**src/rtl/ssp_pkg.sv**
```systemverilog
package ssp_pkg;
    typedef enum logic [1:0] {
        REG_CFG  = 2'd0,
        REG_DATA = 2'd1,
        REG_CMD  = 2'd2,
        REG_NONE = 2'd3
    } ssp_reg_e;

    localparam int unsigned STAT_BUSY = 0;
    localparam int unsigned STAT_DONE = 1;
    localparam int unsigned CMD_START = 0;
endpackage

```
**src/rtl/ssp_clkgen.sv**
```systemverilog
module ssp_clkgen #(
    parameter int unsigned WORD_W      = 8,
    parameter int unsigned SHORT_W     = 4,
    parameter int unsigned DIV_W       = 4,
    parameter int unsigned SYNC_STAGES = 2
) (
    input  logic             clk,
    input  logic             rst_n,
    input  logic             start,
    input  logic             run,
    input  logic             ext,
    input  logic             fall,
    input  logic             len_long,
    input  logic [DIV_W-1:0] div,
    input  logic             sck_i,
    output logic             sck_o,
    output logic             shift_en,
    output logic             int_fin
);
    localparam int unsigned CNT_W = $clog2(2 * WORD_W + 1);
    localparam logic [CNT_W-1:0] TGT_LONG  = CNT_W'(2 * WORD_W);
    localparam logic [CNT_W-1:0] TGT_SHORT = CNT_W'(2 * SHORT_W);
    localparam int unsigned TOP = SYNC_STAGES - 1;

    typedef struct packed {
        logic [DIV_W-1:0]       divc;
        logic [CNT_W-1:0]       tog;
        logic                   sck;
        logic [SYNC_STAGES-1:0] sync;
        logic                   prev;
    } clk_st_t;

    clk_st_t s_d, s_q;
    logic    ext_rise, ext_fall;
    logic [CNT_W-1:0] tgt;

    always_comb begin
        s_d      = s_q;
        shift_en = 1'b0;
        int_fin  = 1'b0;
        tgt      = len_long ? TGT_LONG : TGT_SHORT;

        // external clock: synchronise and keep one stage for edge detection
        s_d.sync = {s_q.sync[SYNC_STAGES-2:0], sck_i};
        s_d.prev = s_q.sync[TOP];
        ext_rise = s_q.sync[TOP] & ~s_q.prev;
        ext_fall = ~s_q.sync[TOP] & s_q.prev;

        if (start) begin
            s_d.divc = div;
            s_d.tog  = '0;
            s_d.sck  = 1'b1;
        end else if (run && !ext) begin
            if (s_q.divc == '0) begin
                s_d.divc = div;
                s_d.sck  = ~s_q.sck;
                s_d.tog  = s_q.tog + CNT_W'(1);
                shift_en = fall ? s_q.sck : ~s_q.sck;
                int_fin  = (s_q.tog + CNT_W'(1)) == tgt;
            end else begin
                s_d.divc = s_q.divc - DIV_W'(1);
            end
        end else if (!run) begin
            s_d.sck = 1'b1;
        end

        if (run && ext) begin
            shift_en = fall ? ext_fall : ext_rise;
        end
    end

    always_ff @(posedge clk or negedge rst_n) begin
        if (!rst_n) begin
            s_q <= '{divc: '0, tog: '0, sck: 1'b1, sync: '1, prev: 1'b1};
        end else begin
            s_q <= s_d;
        end
    end

    assign sck_o = s_q.sck;
endmodule

```
**src/rtl/ssp_shifter.sv**
```systemverilog
module ssp_shifter #(
    parameter int unsigned WORD_W  = 8,
    parameter int unsigned SHORT_W = 4
) (
    input  logic              clk,
    input  logic              rst_n,
    input  logic              load,
    input  logic [WORD_W-1:0] wdata,
    input  logic              start,
    input  logic              shift_en,
    input  logic              len_long,
    input  logic              din,
    output logic              sout,
    output logic [WORD_W-1:0] data,
    output logic              last
);
    localparam int unsigned BCNT_W = $clog2(WORD_W);
    localparam logic [BCNT_W-1:0] LAST_LONG  = BCNT_W'(WORD_W - 1);
    localparam logic [BCNT_W-1:0] LAST_SHORT = BCNT_W'(SHORT_W - 1);

    typedef struct packed {
        logic [WORD_W-1:0] data;
        logic [BCNT_W-1:0] bitn;
    } sh_st_t;

    sh_st_t s_d, s_q;

    always_comb begin
        s_d  = s_q;
        last = shift_en && (s_q.bitn == (len_long ? LAST_LONG : LAST_SHORT));
        if (start) begin
            s_d.bitn = '0;
        end
        if (shift_en) begin
            s_d.bitn = s_q.bitn + BCNT_W'(1);
            if (len_long) begin
                s_d.data = {s_q.data[WORD_W-2:0], din};
            end else begin
                s_d.data = '0;
                s_d.data[SHORT_W-1:0] = {s_q.data[SHORT_W-2:0], din};
            end
        end else if (load) begin
            s_d.data = wdata;
        end
    end

    always_ff @(posedge clk or negedge rst_n) begin
        if (!rst_n) begin
            s_q <= '0;
        end else begin
            s_q <= s_d;
        end
    end

    assign sout = len_long ? s_q.data[WORD_W-1] : s_q.data[SHORT_W-1];
    assign data = s_q.data;
endmodule

```
**src/rtl/sync_serial_port.sv**
```systemverilog
module sync_serial_port
    import ssp_pkg::*;
#(
    parameter int unsigned WORD_W      = 8,
    parameter int unsigned SHORT_W     = 4,
    parameter int unsigned DIV_W       = 4,
    parameter int unsigned SYNC_STAGES = 2
) (
    input  logic              clk,
    input  logic              rst_n,
    input  logic              bus_wr,
    input  logic              bus_rd,
    input  logic [1:0]        bus_addr,
    input  logic [WORD_W-1:0] bus_wdata,
    output logic [WORD_W-1:0] bus_rdata,
    input  logic              sck_i,
    output logic              sck_o,
    output logic              sck_oe,
    input  logic              si_i,
    input  logic              so_i,
    output logic              so_o,
    output logic              so_oe
);
    localparam int unsigned CFG_W = DIV_W + 4;

    typedef struct packed {
        logic [DIV_W-1:0] div;
        logic             bidir;
        logic             fall;
        logic             ext;
        logic             len_long;
    } cfg_t;

    typedef struct packed {
        cfg_t cfg;
        logic busy;
        logic done;
    } top_st_t;

    top_st_t  st_d, st_q;
    ssp_reg_e reg_sel;
    logic     wr_idle, cfg_we, data_we, start;
    logic     shift_en, int_fin, last, din, xfer_end;
    logic [WORD_W-1:0] rx_data;

    // plain views for the bound checker
    logic busy, done, cfg_ext, cfg_bidir;

    assign reg_sel = ssp_reg_e'(bus_addr);
    assign wr_idle = bus_wr && !st_q.busy;
    assign cfg_we  = wr_idle && (reg_sel == REG_CFG);
    assign data_we = wr_idle && (reg_sel == REG_DATA);
    assign start   = wr_idle && (reg_sel == REG_CMD) && bus_wdata[CMD_START];
    assign din     = st_q.cfg.bidir ? so_i : si_i;
    assign xfer_end = st_q.busy && (st_q.cfg.ext ? last : int_fin);

    always_comb begin
        st_d = st_q;
        if (cfg_we) begin
            st_d.cfg = cfg_t'(bus_wdata[CFG_W-1:0]);
        end
        if (start) begin
            st_d.busy = 1'b1;
            st_d.done = 1'b0;
        end
        if (xfer_end) begin
            st_d.busy = 1'b0;
            st_d.done = 1'b1;
        end else if (bus_rd && (reg_sel == REG_DATA)) begin
            st_d.done = 1'b0;
        end
    end

    always_ff @(posedge clk or negedge rst_n) begin
        if (!rst_n) begin
            st_q <= '0;
        end else begin
            st_q <= st_d;
        end
    end

    always_comb begin
        bus_rdata = '0;
        case (reg_sel)
            REG_CFG:  bus_rdata = WORD_W'(st_q.cfg);
            REG_DATA: bus_rdata = rx_data;
            REG_CMD: begin
                bus_rdata[STAT_BUSY] = st_q.busy;
                bus_rdata[STAT_DONE] = st_q.done;
            end
            default:  bus_rdata = '0;
        endcase
    end

    ssp_clkgen #(
        .WORD_W(WORD_W), .SHORT_W(SHORT_W), .DIV_W(DIV_W), .SYNC_STAGES(SYNC_STAGES)
    ) u_clkgen (
        .clk      (clk),
        .rst_n    (rst_n),
        .start    (start),
        .run      (st_q.busy),
        .ext      (st_q.cfg.ext),
        .fall     (st_q.cfg.fall),
        .len_long (st_q.cfg.len_long),
        .div      (st_q.cfg.div),
        .sck_i    (sck_i),
        .sck_o    (sck_o),
        .shift_en (shift_en),
        .int_fin  (int_fin)
    );

    ssp_shifter #(
        .WORD_W(WORD_W), .SHORT_W(SHORT_W)
    ) u_shifter (
        .clk      (clk),
        .rst_n    (rst_n),
        .load     (data_we),
        .wdata    (bus_wdata),
        .start    (start),
        .shift_en (shift_en),
        .len_long (st_q.cfg.len_long),
        .din      (din),
        .sout     (so_o),
        .data     (rx_data),
        .last     (last)
    );

    assign sck_oe    = ~st_q.cfg.ext;
    assign so_oe     = ~st_q.cfg.bidir;
    assign busy      = st_q.busy;
    assign done      = st_q.done;
    assign cfg_ext   = st_q.cfg.ext;
    assign cfg_bidir = st_q.cfg.bidir;
endmodule

```
**config.mk**
```make
export PLATFORM = sky130hd
export DESIGN_NAME = sync_serial_port
export DESIGN_NICKNAME = d
export VERILOG_FILES = /design/src/rtl/ssp_pkg.sv /design/src/rtl/ssp_clkgen.sv /design/src/rtl/ssp_shifter.sv /design/src/rtl/sync_serial_port.sv
export SDC_FILE = /design/constraint.sdc
export NUM_CORES = 1
export LEC_CHECK = 0
export BUFFER_PORTS_ARGS = -buffer_cell sky130_fd_sc_hd__buf_2
export CAP_MARGIN = 20
export CORE_MARGIN = 1
export CORE_UTILIZATION = 55
export DETAILED_ROUTE_END_ITERATION = 12
export GPL_TIMING_DRIVEN = 0
export HOLD_SLACK_MARGIN = 0.1
export PLACE_DENSITY = 0.89
export REMOVE_ABC_BUFFERS = 1
export SLEW_MARGIN = 0
export SYNTH_ARGS = -nofsm -noshare
export SYNTH_HDL_FRONTEND = slang
export SYNTH_SLANG_ARGS = --single-unit
```
**constraint.sdc**
```tcl
create_clock -name clk -period 3.11 [get_ports clk]
set_clock_uncertainty 0.05 [all_clocks]
set_input_delay 0.311 -clock clk [delete_from_list [all_inputs] [get_ports clk]]
set_output_delay 0.311 -clock clk [all_outputs]
set_load 0.005 [all_outputs]
```
* After elaboration in Yosys (flattened, before gate mapping)
Index checks and enable logic that the tools add are counted.
** Cells by class
- Reduce and logical (&&, ||, !) cells :: 22
- $add $sub $neg :: 3
- Mux-type cells :: 31
- Equal/unequal tests :: 6
- Bitwise gates (word level) :: 7
** Operators with widths (number)
- 8-bit two-way mux :: 3
- 1-bit two-way mux :: 17
- 6-bit case mux with 2 select lines :: 1
- 1-bit logical AND :: 10
- 10-bit two-way mux :: 1
- 2-bit nonzero test :: 5
- 3-bit two-way mux :: 3
- 9-bit two-way mux :: 1
- 6-bit two-way mux :: 1
- 2-bit case mux with 3 select lines :: 1
- 5-bit by 1-bit adder with 5-bit output, second input constant :: 1
- 5-bit == test :: 1
- 5-bit two-way mux :: 1
- 1-bit inverter :: 5
- 4-bit logical NOT :: 1
- 4-bit two-way mux :: 1
- 2-bit AND reduction :: 2
- 4-bit by 1-bit subtractor with 4-bit output, second input constant :: 1
- 3-bit by 1-bit adder with 3-bit output, second input constant :: 1
- 3-bit == test :: 1
- 3-bit by 1-bit inequality test with 1-bit output, second input constant :: 1
- 3-bit inequality test, second input constant :: 1
- 3-bit nonzero test :: 1
- 1-bit bitwise AND :: 2
- 5 further kinds :: 6
** Storage, ports and cells
- Logic and storage cells :: 83
- Output and inout port bits :: 12
- Flip-flop bits (word level) :: 34

* Longest topological paths before layout
- Depth in word-level cells :: 10
- Gate-level depth with buffers :: 8
- Depth with buffers taken out :: 7

* Cells and area by module
Synthesis repeated with hierarchy kept, for this count alone.
** Second synthesis, totals
- Cells, all modules :: 187
- Area total of the unflattened synthesis :: 1948.1 µm²
** Modules (own cells, without submodules)
- ssp_clkgen :: cells an instance 77, area each 770.7 µm², instances 1
- ssp_shifter :: cells an instance 57, area each 603.1 µm², instances 1
- sync_serial_port :: cells an instance 53, area each 574.3 µm², instances 1

* Worst setup path before layout
No wires, ideal clock.
- Path kind :: reg-to-reg
- Start point :: register u_clkgen.s_q[9] in the netlist's numbering
- End point :: register u_shifter.s_q, in the netlist u_shifter.data[1]
- Cell stages (with the launch flop) :: 8
- Buffers on the path :: 0
- Clock period less this slack :: 1.901 ns
- Data required time :: 2.942 ns
- Data arrival time :: 1.733 ns
- Path slack :: 1.209 ns
- Path through :: dfrtp_1 -> inv_1 -> ha_1 -> nor3b_1 -> a31oi_1 -> a21oi_2 -> nor2_1 -> a21o_1
** On the way
- Longest elaborated chain between the ends :: 6
- Elaborated cells between the ends (all ways) :: 7
** Ends and longest elaborated chain
- from (decl) :: line ssp_clkgen.sv:33 : clk_st_t s_d, s_q;
- from (signal assigned) :: line ssp_clkgen.sv:74 : s_q <= '{divc: '0, tog: '0, sck: 1'b1, sync: '1, prev: 1'b1};
- 4-bit logical NOT (*) :: line ssp_clkgen.sv:54 : if (s_q.divc == '0) begin
- 1-bit two-way mux (*) :: line ssp_clkgen.sv:54
- 1-bit two-way mux (*) :: line ssp_clkgen.sv:53 : end else if (run && !ext) begin
- 1-bit two-way mux (*) :: line ssp_clkgen.sv:49 : if (start) begin
- 1-bit two-way mux (*) :: line ssp_clkgen.sv:67 : if (run && ext) begin
- 8-bit two-way mux or 2-bit nonzero test (tied branches)
- to (signal assigned) :: line ssp_shifter.sv:49 : s_q <= '0;
- to (signal assigned) :: line ssp_shifter.sv:51 : s_q <= s_d;
- to (decl) :: line ssp_shifter.sv:26 : sh_st_t s_d, s_q;
Every way passes the cells marked *; elsewhere a longest branch is shown, timed or not.
A chain may end at the register's enable or synchronous reset.

* Final worst setup path
Ends and elaborated chain as after synthesis.

==> summary.txt <==
Pwr
  • Clock power share: about 14%
  • Switching portion of total power: between 30% and 40%
  • Sequential power share: a little under half
  • Sw Pwr: between 700 and 800 µW
  • P_int: between 1 and 1.5 mW
  • Comb pwr share: 39.4%
  • VDD IR-drop max: between 0.3 and 0.4 mV
  • Pwr/cell area: between 800 and 900 nW/µm²
  • Power Total: between 1.5 and 2 mW
  • Cell leakage power: just under 1 nW

Detailed routing
  • Detailed-route wire length: about 3.6 mm
  • DR pass1 iterations: 4
  • Vias/cell: roughly 5.7
  • DR DRC count: 0
  • Post-DRT Antenna Nets: 0
  • Wire per inst: between 10 and 15 µm
  • Vias post-DR: 1463
  • DRT iter0 DRCs: 92

Worst setup path
  • CP Launch Type: flip-flop
  • Worst Path Arrival: 2.75 ns
  • Cells on worst reg2reg path: 7
  • CP required: between 3 and 4 ns
  • Worst Path Buf+Inv: 1
  • Worst path depth: 7
  • Critical Path Sink: u_shifter.data[1]
  • CP Cell Sequence: inv_1, ha_1, nor3b_1, a31oi_1, a21oi_2, nor2_1, a21o_1
  • R2R Path End: u_shifter.data[1]
  • Max incr delay on CP: about 0.67 ns
  • CP startpoint: u_clkgen.s_q[9]
  • Crit path max fanout: 19
  • Crit. End Element: flip-flop
  • R2R Setup Slk: 0.56 ns
  • CP max-delay cell: a21oi_2
  • Worst setup path category: flip-flop to flip-flop
  • Reg-to-Reg Start: u_clkgen.s_q[9]
  • Crit path max-delay family: compound AO/OA/AOI/OAI gates

Run
  • Max-cap violations: 0

Timing
  • Fin crit share: about 80%
  • Min Tclk post-route: about 2.6 ns
  • Relative slew slack: 45.02%
  • Worst-margin pin slew: between 0.8 and 0.9 ns
  • Setup TNS: 0 ns
  • Final setup fails: 0
  • RSZ-0062 raised after global routing: false
  • FMAX: 391.7 MHz
  • Final Max Slew Viols: 0
  • Hold Vio Cnt, Final: 0

Global routing
  • Largest net degree at the start of global routing: 35
  • Global Route Usage Sum: 23.36%
  • Vias in the first global route: 1377
  • GR Util met1: between 20% and 30%
  • GRT Residual Overflow: 0
  • M2 GR Usage: between 30% and 40%
  • GRT Max-Usage Layer: met2
  • Antenna violations before repair: 0
  • First-pass GRT wire length: approximately 6 mm
  • Met3 Track Usage GR: around 6.5%

Die
  • Height of the die: around 60 µm
  • Die Width: about 60 µm
  • Num ports: 29
  • Initial Util: roughly three fifths
  • Rows: 20
  • Core area: about 3100 µm²
  • Die ar.: approximately 3600 µm²

Synth
  • Syn Area/Cell: ~10 µm²
  • Register area share after synthesis: roughly 47%
  • Synth Cell Area: approximately 1800 µm²
  • Syn. warnings: 0
  • Ys flop type: dfrtp_1
  • Post-synth EDFFs: 0
  • FFs w/ async S/R, synth: 100.0%
  • Synth Register Bits: 34
  • Gate Count Post-Synth: ~180
  • Netlist cell types: 37

Layout
  • Final net count: approximately 230
  • Share of cells above drive strength 1: 25.00%
  • Fillers: 255
  • Area delta synth->final: 11.84%
  • Antenna cells: 0
  • Final design utilization: 66.25%
  • Multi-input gate area: approximately 900 µm²
  • Sequential Area: around 860 µm²

Clocking
  • Clock buffer depth: 2
  • Worst skew pair latency: 0.35 ns
  • Clock Pin Slew Worst Setup and Hold Paths: ~0.10 ns
  • CTS H-tree depth: 2
  • Root Driver: clkbuf_4
  • TritonCTS Sinks: 34
  • Post-cts sizing count: 0
  • Number of buffers created by CTS: 5
  • CTS tree: yes

Placement
  • HPWL after DPL: 2.594 mm
  • PortBufs: 28
  • Gp weighted congestion: around 0.8

Outcome
  • Status: complete, no violations

Min path
  • Worst hold path depth: 3
  • Hold Crit Class: input port to flip-flop
  • HP Start: bus_wdata[3]
[worst register-to-register path: cells and delay by family (launching register included)]
| kind | cells | cell delay (ns) |
|---|---|---|
| flops | 1 | 0.41 |
| compound gates | 3 | 1.07 |
| fa+ha+maj | 1 | 0.16 |
| simple gates | 2 | 0.68 |
| buf+inv | 1 | 0.09 |
[per-stage QoR]
step	hold slack, ns	instances	setup WS, ns	area [µm²]
2_1_floorplan	-0.03459	174	1.052	1780
3_3_place_gp	0.2970	246	0.6853	1976
3_5_place_dp	0.2981	246	0.6078	1976
4_1_cts	0.1217	256	0.5921	2056
5_1_grt	0.1405	256	0.3115	2056
6_report	0.1349	256	0.5573	2056
[cell usage after synthesis (3+ instances only)]
master / instances / share of area [%]
a21o_1: 3 / 1.2
nor2_1: 17 / 3.5
mux2_2: 8 / 4.9
mux2i_1: 15 / 8.2
a22o_1: 4 / 1.9
nand2_1: 19 / 3.9
dfrtp_1: 30 / 41
ha_1: 5 / 3.4
dfstp_2: 4 / 5.7
a21oi_1: 4 / 1.1
buf_6: 4 / 2.5
o21ai_0: 16 / 4.4
nor2b_1: 3 / 1.0
inv_1: 5 / 1.0
a31oi_1: 3 / 1.0
nand3_1: 11 / 3.0
[metal layers]
layer,share of wire [%],wire length [µm],vias up
li1,-,-,700
met1,46,1681,723
met2,48,1743,32
met3,3.8,138,8
met4,2.3,85,0
met5,0,0,-
[worst min-delay path by stage]
stage	end	slack, ns
2_1_floorplan	busy	-0.03
3_3_place_gp	u_clkgen.s_d[0]	0.30
3_5_place_dp	u_clkgen.s_d[0]	0.30
4_1_cts	cfg_bidir	0.12
5_1_grt	st_q[6]	0.14
6_report	cfg_bidir	0.13
[power groups by stage]
stage | combinational, mW | sequential (mW) | clock, mW
floorplan | 0.539 | 0.796 | 0
global placement | 0.681 | 0.839 | 0
detailed placement | 0.714 | 0.851 | 0
CTS | 0.719 | 0.841 | 0.270
global route | 0.820 | 0.874 | 0.291
finish | 0.720 | 0.846 | 0.260
[registers in the layout, indices dropped and copies added, names as in the netlist]
signal          cells
busy                1
cfg_bidir           1
cfg_ext             1
done                1
st_q                6
u_clkgen.s_d        2
u_clkgen.s_q       10
u_clkgen.sck_o      1
u_shifter.data      8
u_shifter.s_q       3
[repair_timing]
item                      in CTS  in global routing
hold buffers                   2                  0
hold endpoints to repair      31                  0
setup buffers                  0                  0
[area by class of cell]
| cell class | instances | area share [%] |
|---|---|---|
| Tap cell | 44 | 2.678 |
| Multi-Input combinational cell | 135 | 44.07 |
| Sequential cell | 34 | 41.63 |
| Clock buffer | 7 | 2.678 |
| Inverter | 5 | 0.9130 |
| Timing Repair Buffer | 30 | 7.791 |
| Clock inverter | 1 | 0.2435 |
[layout by cell type, fill, tap and decap left out, types with 3 or more instances in the layout]
cell	n
dfrtp_1	30
buf_2	28
nand2_1	19
nor2_1	17
o21ai_0	16
mux2i_1	15
nand3_1	11
mux2_2	8
inv_1	5
ha_1	5
clkbuf_4	5
a21oi_1	4
a22o_1	4
dfstp_2	4
nor2b_1	3
a31oi_1	3
a21o_1	3
[logic make-up after synthesis]
group                    share of synthesized area, %
AO/OA/AOI/OAI                                   12.73
multiplexers                                    13.07
flip-flops                                      46.56
buffers and inverters                           4.152
AND/OR/NAND/NOR                                 18.18
XOR/XNOR                                        1.906
adder cells (fa/ha/maj)                         3.404
No activity file was read; power rests on OpenSTA's default activity.
